===== config.mk =====
export PLATFORM = sky130hd
export DESIGN_NAME = op_state_ctrl
export DESIGN_NICKNAME = d
export VERILOG_FILES = /design/src/rtl/op_state_pkg.sv /design/src/rtl/op_state_legal.sv /design/src/rtl/op_state_settle.sv /design/src/rtl/op_state_ctrl.sv
export SDC_FILE = /design/constraint.sdc
export NUM_CORES = 1
export LEC_CHECK = 0
export BUFFER_PORTS_ARGS = -buffer_cell sky130_fd_sc_hd__clkbuf_2
export CAP_MARGIN = 15
export CELL_PAD_IN_SITES_DETAIL_PLACEMENT = 0
export CELL_PAD_IN_SITES_GLOBAL_PLACEMENT = 1
export CORE_MARGIN = 3
export CORE_UTILIZATION = 24
export DETAILED_ROUTE_END_ITERATION = 6
export GPL_ROUTABILITY_DRIVEN = 0
export GPL_TIMING_DRIVEN = 1
export PLACE_DENSITY_LB_ADDON = 0.1
export SYNTH_ARGS = -nofsm -noshare
export SYNTH_HDL_FRONTEND = slang
export SYNTH_SLANG_ARGS = --single-unit
export TNS_END_PERCENT = 50

===== constraint.sdc =====
create_clock -name clk_i -period 3.4 [get_ports clk_i]
set_input_delay 0.17 -clock clk_i [delete_from_list [all_inputs] [get_ports clk_i]]
set_output_delay 0.17 -clock clk_i [all_outputs]
set_load 0.005 [all_outputs]

===== src/rtl/op_state_pkg.sv =====
package op_state_pkg;
  typedef enum logic [1:0] {
    ST_RESET = 2'd0,
    ST_RUN   = 2'd1,
    ST_RSVD  = 2'd2,
    ST_PAUSE = 2'd3
  } op_state_e;

  localparam int unsigned VALID_BIT = 2;
  localparam int unsigned READY_BIT = 4;
  localparam int unsigned ERR_BIT   = 8;
endpackage


===== src/rtl/op_state_legal.sv =====
module op_state_legal
  import op_state_pkg::*;
(
  input  op_state_e cur_i,
  input  op_state_e req_i,
  output logic      legal_o
);
  always_comb begin
    unique case (req_i)
      ST_RESET: legal_o = 1'b1;
      ST_RUN:   legal_o = (cur_i != ST_RSVD);
      ST_PAUSE: legal_o = (cur_i == ST_RUN);
      default:  legal_o = 1'b0;
    endcase
  end
endmodule


===== src/rtl/op_state_settle.sv =====
module op_state_settle #(
  parameter int unsigned SETTLE_CYC = 4
) (
  input  logic clk_i,
  input  logic rst_ni,
  input  logic start_i,
  output logic valid_o,
  output logic done_o
);
  localparam int unsigned CntW = $clog2(SETTLE_CYC + 1);
  localparam logic [CntW-1:0] CntLoad = CntW'(SETTLE_CYC - 1);

  logic [CntW-1:0] cnt_q;
  logic            valid_q;

  assign done_o  = !valid_q && !start_i && (cnt_q == '0);
  assign valid_o = valid_q;

  always_ff @(posedge clk_i or negedge rst_ni) begin
    if (!rst_ni) begin
      cnt_q   <= '0;
      valid_q <= 1'b1;
    end else if (start_i) begin
      cnt_q   <= CntLoad;
      valid_q <= 1'b0;
    end else if (!valid_q) begin
      if (cnt_q == '0) valid_q <= 1'b1;
      else             cnt_q   <= cnt_q - 1'b1;
    end
  end


  start_low_chk: assert property (@(posedge clk_i) disable iff (!rst_ni)
    start_i |=> !valid_o);


  fall_cause_chk: assert property (@(posedge clk_i) disable iff (!rst_ni)
    $fell(valid_o) |-> $past(start_i));
endmodule


===== src/rtl/op_state_ctrl.sv =====
module op_state_ctrl
  import op_state_pkg::*;
#(
  parameter int unsigned ADDR_W     = 4,
  parameter int unsigned DATA_W     = 32,
  parameter int unsigned SETTLE_CYC = 4,
  parameter int unsigned STATE_ADDR = 0,
  parameter int unsigned SWRST_ADDR = 1
) (
  input  logic              clk_i,
  input  logic              rst_ni,
  input  logic              reg_we_i,
  input  logic [ADDR_W-1:0] reg_addr_i,
  input  logic [DATA_W-1:0] reg_wdata_i,
  output logic [DATA_W-1:0] reg_rdata_o,
  output logic              engine_run_o,
  output logic              engine_hold_o,
  output logic              engine_clear_o
);
  localparam logic [ADDR_W-1:0] StAddr = ADDR_W'(STATE_ADDR);
  localparam logic [ADDR_W-1:0] SrAddr = ADDR_W'(SWRST_ADDR);

  op_state_e state_q, req;
  logic rdy_q, err_q, valid, done, legal;
  logic state_wr, swrst, accept, reject, start;
  logic unused_wdata;

  assign unused_wdata = ^reg_wdata_i[DATA_W-1:2];
  assign req      = op_state_e'(reg_wdata_i[1:0]);
  assign state_wr = reg_we_i && (reg_addr_i == StAddr);
  assign swrst    = reg_we_i && (reg_addr_i == SrAddr) && reg_wdata_i[0];
  assign accept   = state_wr && valid && legal;
  assign reject   = state_wr && !(valid && legal);
  assign start    = swrst || accept;

  op_state_legal i_legal (
    .cur_i   (state_q),
    .req_i   (req),
    .legal_o (legal)
  );

  op_state_settle #(.SETTLE_CYC(SETTLE_CYC)) i_settle (
    .clk_i   (clk_i),
    .rst_ni  (rst_ni),
    .start_i (start),
    .valid_o (valid),
    .done_o  (done)
  );

  always_ff @(posedge clk_i or negedge rst_ni) begin
    if (!rst_ni) begin
      state_q <= ST_RESET;
      rdy_q   <= 1'b1;
      err_q   <= 1'b0;
    end else if (swrst) begin
      state_q <= ST_RESET;
      rdy_q   <= 1'b0;
      err_q   <= 1'b0;
    end else begin
      if (accept) state_q <= req;
      if (done)   rdy_q   <= 1'b1;
      if (reject) err_q   <= 1'b1;
    end
  end

  always_comb begin
    reg_rdata_o = '0;
    if (reg_addr_i == StAddr) begin
      reg_rdata_o[1:0]       = state_q;
      reg_rdata_o[VALID_BIT] = valid;
      reg_rdata_o[READY_BIT] = rdy_q;
      reg_rdata_o[ERR_BIT]   = err_q;
    end
  end

  // gated on settled state only
  assign engine_run_o   = valid && (state_q == ST_RUN);
  assign engine_hold_o  = valid && (state_q == ST_PAUSE);
  assign engine_clear_o = valid && (state_q == ST_RESET);


  illegal_hold_chk: assert property (@(posedge clk_i) disable iff (!rst_ni)
    (state_wr && valid && !legal) |=> ($stable(state_q) && valid && err_q));


  busy_ignore_chk: assert property (@(posedge clk_i) disable iff (!rst_ni)
    (state_wr && !valid) |=> ($stable(state_q) && err_q));


  swrst_chk: assert property (@(posedge clk_i) disable iff (!rst_ni)
    swrst |=> (state_q == ST_RESET && !rdy_q && !err_q && !valid));


  rdy_keep_chk: assert property (@(posedge clk_i) disable iff (!rst_ni)
    (rdy_q && !swrst) |=> rdy_q);


  engine_onehot_chk: assert property (@(posedge clk_i) disable iff (!rst_ni)
    $onehot0({engine_run_o, engine_hold_o, engine_clear_o}));
endmodule


After elaboration in Yosys (flattened, before gate mapping)
Cells that the tools add are included.

cells by class
  mux-type cells = 16
  add/subtract/negate cells = 1
  equal/unequal tests = 8
  reduce and logical (&&, ||, !) cells = 24

operators with widths
  kind                                                                 number
  1-bit logical AND                                                    12
  3-bit 2-to-1 mux                                                     4
  1-bit 2-to-1 mux                                                     9
  2-bit nonzero test                                                   3
  2-bit by 1-bit == test with 1-bit output (second input constant)     2
  2-bit == test (second input constant)                                2
  4-bit by 1-bit == test with 1-bit output (second input constant)     1
  2-bit logical NOT                                                    2
  4-bit logical NOT                                                    1
  2-bit 2-to-1 mux                                                     2
  2-bit by 1-bit != test with 1-bit output (second input constant)     2
  1-bit logical NOT                                                    3
  3-bit logical NOT                                                    1
  1-bit case mux with 3 select lines                                   1
  3-bit by 1-bit subtractor with 3-bit output (second input constant)  1
  2-bit != test (second input constant)                                1
  2-bit AND reduction                                                  1
  1-bit logical OR                                                     1

storage, ports and cells
  output and inout bits = 35
  input port bits = 39
  word-level logic and storage cells = 54
  register bits = 8

Logic depth before layout (Yosys ltp)
Gate-level depths: netlist of run 1.

  word-level depth = 10
  gate-level depth with buffers = 7
  mapped depth without buffers = 7

Modules after synthesis
A second synthesis of run 1 with hierarchy kept.

unflattened totals
  cell total of the unflattened synthesis = 80
  area, all modules = 716.9 µm²

modules (own cells, without submodules)
  module           area each (µm²)  sequential area each (µm²)  cells an instance  times used
  op_state_ctrl    481.7            101.3                       58                 1
  op_state_settle  205.2            101.3                       19                 1
  op_state_legal   30.0             0.0                         3                  1

Least setup slack after synthesis of run 1
OpenSTA, ideal clock, no wires.

  kind = register to register
  from = register i_settle.cnt_q[0]
  to = register i_settle.cnt_q[0]
  data required time = 3.276 ns
  stages on the path, launching flop included = 7
  path slack = 2.049 ns
  library setup time = 0.124 ns
  clock period less this slack = 1.351 ns
  arrival = 1.227 ns
  buffers on the path = 0
  path through = dfrtp_1 inv_1 ha_1 ha_1 nor2_1 xnor2_1 nand2_1

on the way
  word-level cells in the longest chain between the ends = 4
  elaborated cells between the ends (all ways) = 7
  those cells by class = 1 x add/sub; 1 x eq/ne; 3 x mux; 2 x reduce/logical

RTL lines
  item                                         line                   source
  from (decl)                                  op_state_settle.sv:13  logic [CntW-1:0] cnt_q;
  from (signal assigned)                       op_state_settle.sv:24  cnt_q <= CntLoad;
  from (signal assigned)                       op_state_settle.sv:28  else cnt_q <= cnt_q - 1'b1;
  3-bit by 1-bit subtractor with 3-bit output  op_state_settle.sv:28
  3-bit 2-to-1 mux                             op_state_settle.sv:27  if (cnt_q == '0) valid_q <= 1'b1;
  3-bit 2-to-1 mux                             op_state_settle.sv:26  end else if (!valid_q) begin
  3-bit 2-to-1 mux                             op_state_settle.sv:23  end else if (start_i) begin

Several ways; a longest one is shown, not always the timed one. The select of a mux whose other input is x is not followed.
A chain may end at the register's enable or synchronous reset.

Worst setup path after layout of run 1
  from = register i_settle.cnt_q[0]
  to = register i_settle.cnt_q[1]

The elaborated chain is that of the path after synthesis.

==> impl_metrics.toml, run 1 <==
[run_status]
status = "completed"

[critical_path]
cp_data_arrival_time_ns = 1.64
path_max_fanout = 6
crit_path_top_delay_cell = "dfrtp_1"
r2r-end = "i_settle.cnt_q[1]"
r2r_setup_slack_ns = 1.89
crit_chain = "inv_1 > ha_1 > ha_1 > nor2_1 > nand2_1 > o21ai_0 > nand2_1"
rr_startpoint = "i_settle.cnt_q[0]"
criticalPathCategory = "reg -> reg"
critPathMaxStageDelay_ns = 0.36
required_ns = 3.53
critPathTopFamily = "simple AND/OR/NAND/NOR gates"
crit_path_end_kind = "register"
crit_buf_inv = 1
r2r_cells = 7
start_kind = "register"

[yosys]
yosysWarnings = 0
synthAdderAreaFrac_pct = 3.54
synth.distinct_cells = 25
synth_top_family_by_area = "buffers and inverters"
synthSimpleGateAreaFrac_pct = 21.9
ys_seq_area_share_pct = 28.7
synth-edff-count = 0
syn-instance-count = 83
synth_top_area_share_pct = 28.7
synth_compound_area_share_pct = 12.7
synthMuxAreaShare_pct = 0
synthFlopType = "dfrtp_1"
ys_ff_latch = 8
mappedNetlistArea_sq_um = 707
syn-mean-instance-area_sq_um = 8.52
synth_xor_area_share_pct = 1.24
ys_top_cells_by_area = "buf_4, dfrtp_1, dfstp_2"
synth_area_leader_cell = "buf_4"
async_flop_share_pct = 100

[clock_tree]
root_buffer = "clkbuf_4"
h-tree-depth = 1
cts_buffers = 3
clk_pin_slew_ns = 0.06
cts_resized = 0
clkLatencyLatePin_ns = 0.25
tritoncts = "done"
clock_sinks = 8
clockBufferDepth = 2

[power]
pwr-share-seq_pct = 42.4
switchingPower_mw = 0.161
p_sw_share_pct = 37.9
p_per_area_nw_per_um2 = 563
ir_worst_vdd_mv = 0.296
p_comb_share_pct = 40.4
cell_internal_pwr_mw = 0.264
pwr-share-clk_pct = 17.1
p_leak_nw = 0.419

[grt]
grt_max_degree = 9
grt_pass1_wl_mm = 1.93
grt_overflow = 0
antenna_found_initial = 0
track_usage_pct = 7.42
grt_pass1_vias = 442

[sta]
period_needed_ns = 1.51
slew_headroom_pct = 61.4
finalClockSkew_ns = 0.00541
slew_violations = 0
tightest_slew_ns = 0.574
fmax_mhz = 664
rsz0062_at_grt = "false"
setup_tns_ns = 0
hold_viol = 0
period_share_pct = 44.3
setup_violations = 0

[drt]
routed_wl_mm = 1.27
ant_nets = 0
vias = 520
firstDrtPassIters = 3
wire_per_inst_microns = 9.51
drcViolationCount = 0
drt_iter0_drc = 21
routed_via_density = 3.91

[final_layout]
nets = 145
drive_gt1_share_pct = 27.5
multi_input_area_sq_um = 380
post-route-util_pct = 27.1
syn2layout_area_growth_pct = 6.55
fill_cells = 315
fin_area_sq_um = 753
seqCellArea_sq_um = 203
fin_cells = 133
diodes = 0

[place]
portBuffers = 16
place_hpwl_mm = 1.09
place_area_sq_um = 721
dpl.cell_count = 129

[floorplan]
start_util_pct = 25.4
core_area_sq_um = 2780
die_h_microns = 60.3
io-pin-count = 74
die_width_microns = 60.3
die_area_sq_um = 3630
rows = 19

[hold_path]
hold_start = "reg_wdata_i[1]"
hold_path_end = "state_q[1]"
min_path_type = "in -> reg"
holdPathStages = 3

[job]
drv_cap = 0
[repair_timing]
item / in CTS / in global routing
setup buffers: 0 / 0
hold endpoints to repair: 8 / 0
hold buffers: 1 / 0
[cell usage after synthesis (all sizes together), types with 2 or more instances]
master,instances
buf,27
and2,6
a21oi,5
inv,5
nand3,3
nor2,6
dfstp,2
nand2,5
nor4,2
dfrtp,6
ha,2
o21ai,3
[sequential cells by signal, summed over array words and instances (netlist names)]
signal            cells
err_q                 1
i_settle.cnt_q        3
i_settle.valid_o      1
rdy_q                 1
state_q               2
[power groups by stage]
stage / logic (mW) / registers [mW] / clock network [mW]
after detailed placement: 0.175 / 0.183 / 0
final: 0.171 / 0.180 / 0.0728
after global placement: 0.173 / 0.183 / 0
after global routing: 0.203 / 0.190 / 0.0866
after CTS: 0.176 / 0.182 / 0.0773
after floorplan: 0.154 / 0.171 / 0
[worst max-delay path by stage]
stage / startpoint / end / cells past startpoint / slack, ns
after floorplan: i_settle.cnt_q[0] / i_settle.cnt_q[0] / 6 / 2.05
after global placement: i_settle.cnt_q[0] / i_settle.cnt_q[1] / 7 / 1.86
after detailed placement: i_settle.cnt_q[0] / i_settle.cnt_q[1] / 7 / 1.85
after CTS: i_settle.cnt_q[0] / i_settle.cnt_q[1] / 7 / 1.85
after global routing: i_settle.cnt_q[0] / i_settle.cnt_q[1] / 7 / 1.70
final: i_settle.cnt_q[0] / i_settle.cnt_q[1] / 7 / 1.89
[per-layer routing]
metal | share of wire, % | vias to the layer above | wire, microns | global-route usage, %
met4 | 0.63 | 0 | 8 | 2.85
met2 | 54 | 15 | 683 | 12.5
met5 | 0 | - | 0 | 0
met3 | 7.4 | 2 | 94 | 3.89
met1 | 38 | 245 | 477 | 7.75
li1 | - | 258 | - | -
[cell type report]
| cell class | instances | share of cell area [%] |
|---|---|---|
| inverter | 5 | 2.49 |
| tap | 31 | 5.15 |
| timing repair buffer | 17 | 12.0 |
| multi-input combinational | 69 | 50.5 |
| clock buffer | 3 | 2.99 |
| sequential | 8 | 26.9 |
[worst register-to-register path, stage by stage, from the launching register on]
cell and delay, ns:
dfrtp_1 0.36, inv_1 0.05, ha_1 0.19, ha_1 0.20, nor2_1 0.34, nand2_1 0.09, o21ai_0 0.08, nand2_1 0.07
[per-stage QoR]
step	hold slack (ns)	total power [mW]	worst slack, ns
3_3_place_gp	0.0359	0.356	1.86
3_5_place_dp	0.0327	0.359	1.85
2_1_floorplan	-0.126	0.325	2.05
4_1_cts	0.176	0.435	1.85
6_report	0.181	0.424	1.89
5_1_grt	0.178	0.480	1.70
[cells in the final DEF (no fill, tap or decap), types with 2 or more instances in the layout]
cell type,synthesis,final
o21ai_0,3,3
clkbuf_2,0,16
dfstp_2,2,2
a21oi_1,5,5
and2_1,4,4
dfrtp_1,6,6
clkbuf_4,0,3
nand3_1,3,3
ha_1,2,2
inv_1,5,5
nand2_1,5,5
nor2_1,6,6
and2_2,2,2
conb_1,1,27
[logic make-up after synthesis]
logic type,after synthesis
XOR/XNOR,1
AO/OA/AOI/OAI,13
flip-flops,8
AND/OR/NAND/NOR,26
adder cells (fa/ha/maj),2
buffers and inverters,32
other,1
Note: power is estimated with default switching activity, not from simulation.
==> inputs of run 2 (changes only) <==
--- a/config.mk
+++ b/config.mk
@@ -10,7 +10,7 @@
 export CELL_PAD_IN_SITES_DETAIL_PLACEMENT = 0
 export CELL_PAD_IN_SITES_GLOBAL_PLACEMENT = 1
 export CORE_MARGIN = 3
-export CORE_UTILIZATION = 24
+export CORE_UTILIZATION = 20
 export DETAILED_ROUTE_END_ITERATION = 6
 export GPL_ROUTABILITY_DRIVEN = 0
 export GPL_TIMING_DRIVEN = 1
==> constraint.sdc (replaced) <==
create_clock -name clk_i -period 1.2 [get_ports clk_i]
set_input_delay 0.06 -clock clk_i [delete_from_list [all_inputs] [get_ports clk_i]]
set_output_delay 0.06 -clock clk_i [all_outputs]
set_load 0.005 [all_outputs]
==> impl_metrics.toml, run 2 (synthesized netlist as in run 1, its figures left out) <==
[critical_path]
crit_path_end_kind = "primary output"
required_ns = 1.14
start_kind = "register"
r2r_setup_slack_ns = -0.09
cp_data_arrival_time_ns = 1.24
criticalPathCategory = "reg -> out"
path_max_fanout = 3

[clock_tree]
clock_sinks = 8
h-tree-depth = 1
root_buffer = "clkbuf_4"
clk_pin_slew_ns = 0.06
tritoncts = "done"
clkLatencyLatePin_ns = 0.25
cts_buffers = 3
clockBufferDepth = 2

[floorplan]
die_width_microns = 65.5
start_util_pct = 22.1
die_h_microns = 65.5
rows = 20
die_area_sq_um = 4280
io-pin-count = 74
core_area_sq_um = 3200

[power]
cell_internal_pwr_mw = 1.01
p_sw_share_pct = 36.4
p_comb_share_pct = 56.9
switchingPower_mw = 0.579
pwr-share-seq_pct = 30.0
p_leak_nw = 0.484
p_per_area_nw_per_um2 = 1680
pwr-share-clk_pct = 13.0
total_power_mw = 1.59
ir_worst_vdd_mv = 0.376

[drt]
drt_iter0_drc = 22
routed_wl_mm = 1.41
wire_per_inst_microns = 8.98
routed_via_density = 3.55
drcViolationCount = 0
ant_nets = 0
firstDrtPassIters = 4
vias = 558

[grt]
grt_overflow = 0
track_usage_pct = 6.98
grt_max_degree = 9
grt_pass1_wl_mm = 2.28
grt_pass1_vias = 517
antenna_found_initial = 0

[final_layout]
fin_cells = 157
final_cell_mix = "conb_1, clkbuf_2, buf_4"
syn2layout_area_growth_pct = 34.0
drive_gt1_share_pct = 47.8
fill_cells = 379
largest_registers = "i_settle.cnt_q (3), state_q (2)"
nets = 156
regMostFlops = "i_settle.cnt_q"
largest_register_ffs = 3
diodes = 0
mostFrequentLayoutCell = "conb_1"

[sta]
rsz0062_at_grt = "true"
slew_violations = 0
period_needed_ns = 1.30
setup_violations = 10
setup_tns_ns = -0.481
period_share_pct = 108
fmax_mhz = 772
hold_viol = 0
setup_ws_ns = -0.0958
finalClockSkew_ns = 0.00365

[place]
place_hpwl_mm = 1.20
place_ws_ns = -0.0812
portBuffers = 16
dpl.cell_count = 151

[run_status]
status = "finished with violations"
violations = "setup timing"

[hold_path]
min_path_type = "in -> reg"

[job]
drv_cap = 0
==> run 2: changes by cell type in the layout (fill, tap and decap cells not counted), moves of 2 or more <==
cell | previous run | this run
buf_6 | 0 | 5
clkbuf_2 | 16 | 14
o21ai_0 | 3 | 1
ha_1 | 2 | 0
a21oi_1 | 5 | 1
o21ai_1 | 0 | 2
a21oi_2 | 0 | 4
buf_4 | 0 | 7
nor2_1 | 6 | 4
==> run 2: worst paths after layout <==
kind                                  start           endpoint  cells past startpoint
setup / recovery           i_settle.valid_o      engine_hold_o                      4
hold / removal               reg_wdata_i[1]         state_q[1]                      3
setup reg to reg           i_settle.valid_o  i_settle.cnt_q[2]                      5
hold reg to reg                       err_q              err_q                      2
max in group asynchronous            rst_ni   i_settle.valid_o                      2
min in group asynchronous            rst_ni         state_q[1]                      2
==> run 2: final cells by class <==
| cell class | count | area, sq um | share of cell area, % |
|---|---|---|---|
| Clock buffer | 3 | 22.5 | 2.38 |
| Inverter | 5 | 18.8 | 1.98 |
| Multi-Input combinational cell | 69 | 454 | 48.0 |
| Sequential cell | 8 | 203 | 21.4 |
| Tap cell | 44 | 55.1 | 5.81 |
| Timing Repair Buffer | 28 | 194 | 20.5 |
==> run 2: through the flow <==
stage                     hold WS (ns)  instance area [sq um]  util, %
after global placement         -0.0770                    837     26.1
after global routing            0.0778                    947     29.6
final                           0.0737                    947     29.6
after CTS                       0.0607                    910     28.4
after floorplan                 -0.236                    837        -
after detailed placement       -0.0784                    837     26.1
==> run 2: critical path, cell delays in order (launching register included) <==
cell and delay, ns:
dfstp_2 0.55, buf_6 0.10, buf_6 0.09, and3_4 0.16
buf_6 0.08
==> run 2: metal layers <==
| layer | vias up | global-route usage, % | part of all wire (%) |
|---|---|---|---|
| li1 | 278 | - | - |
| met1 | 243 | 9.05 | 46 |
| met2 | 33 | 10.1 | 43 |
| met3 | 4 | 1.71 | 9.4 |
| met4 | 0 | 4.66 | 1.9 |
| met5 | - | 0 | 0 |
==> run 2: timing repair <==
action	in CTS	in global routing
hold endpoints to repair	8	0
buffers inserted	2	0
endpoints found under the setup margin	8	13
hold buffers	1	0
gates resized for setup	10	9
pin swaps	11	2
==> run 2: power by group through the flow <==
stage                     sequential, mW  combinational [mW]  clock [mW]
after CTS                          0.477               0.864       0.225
after floorplan                    0.496               0.500           0
after global placement             0.477               0.737           0
after detailed placement           0.476               0.749           0
after global routing               0.503                1.01       0.239
final                              0.478               0.906       0.207
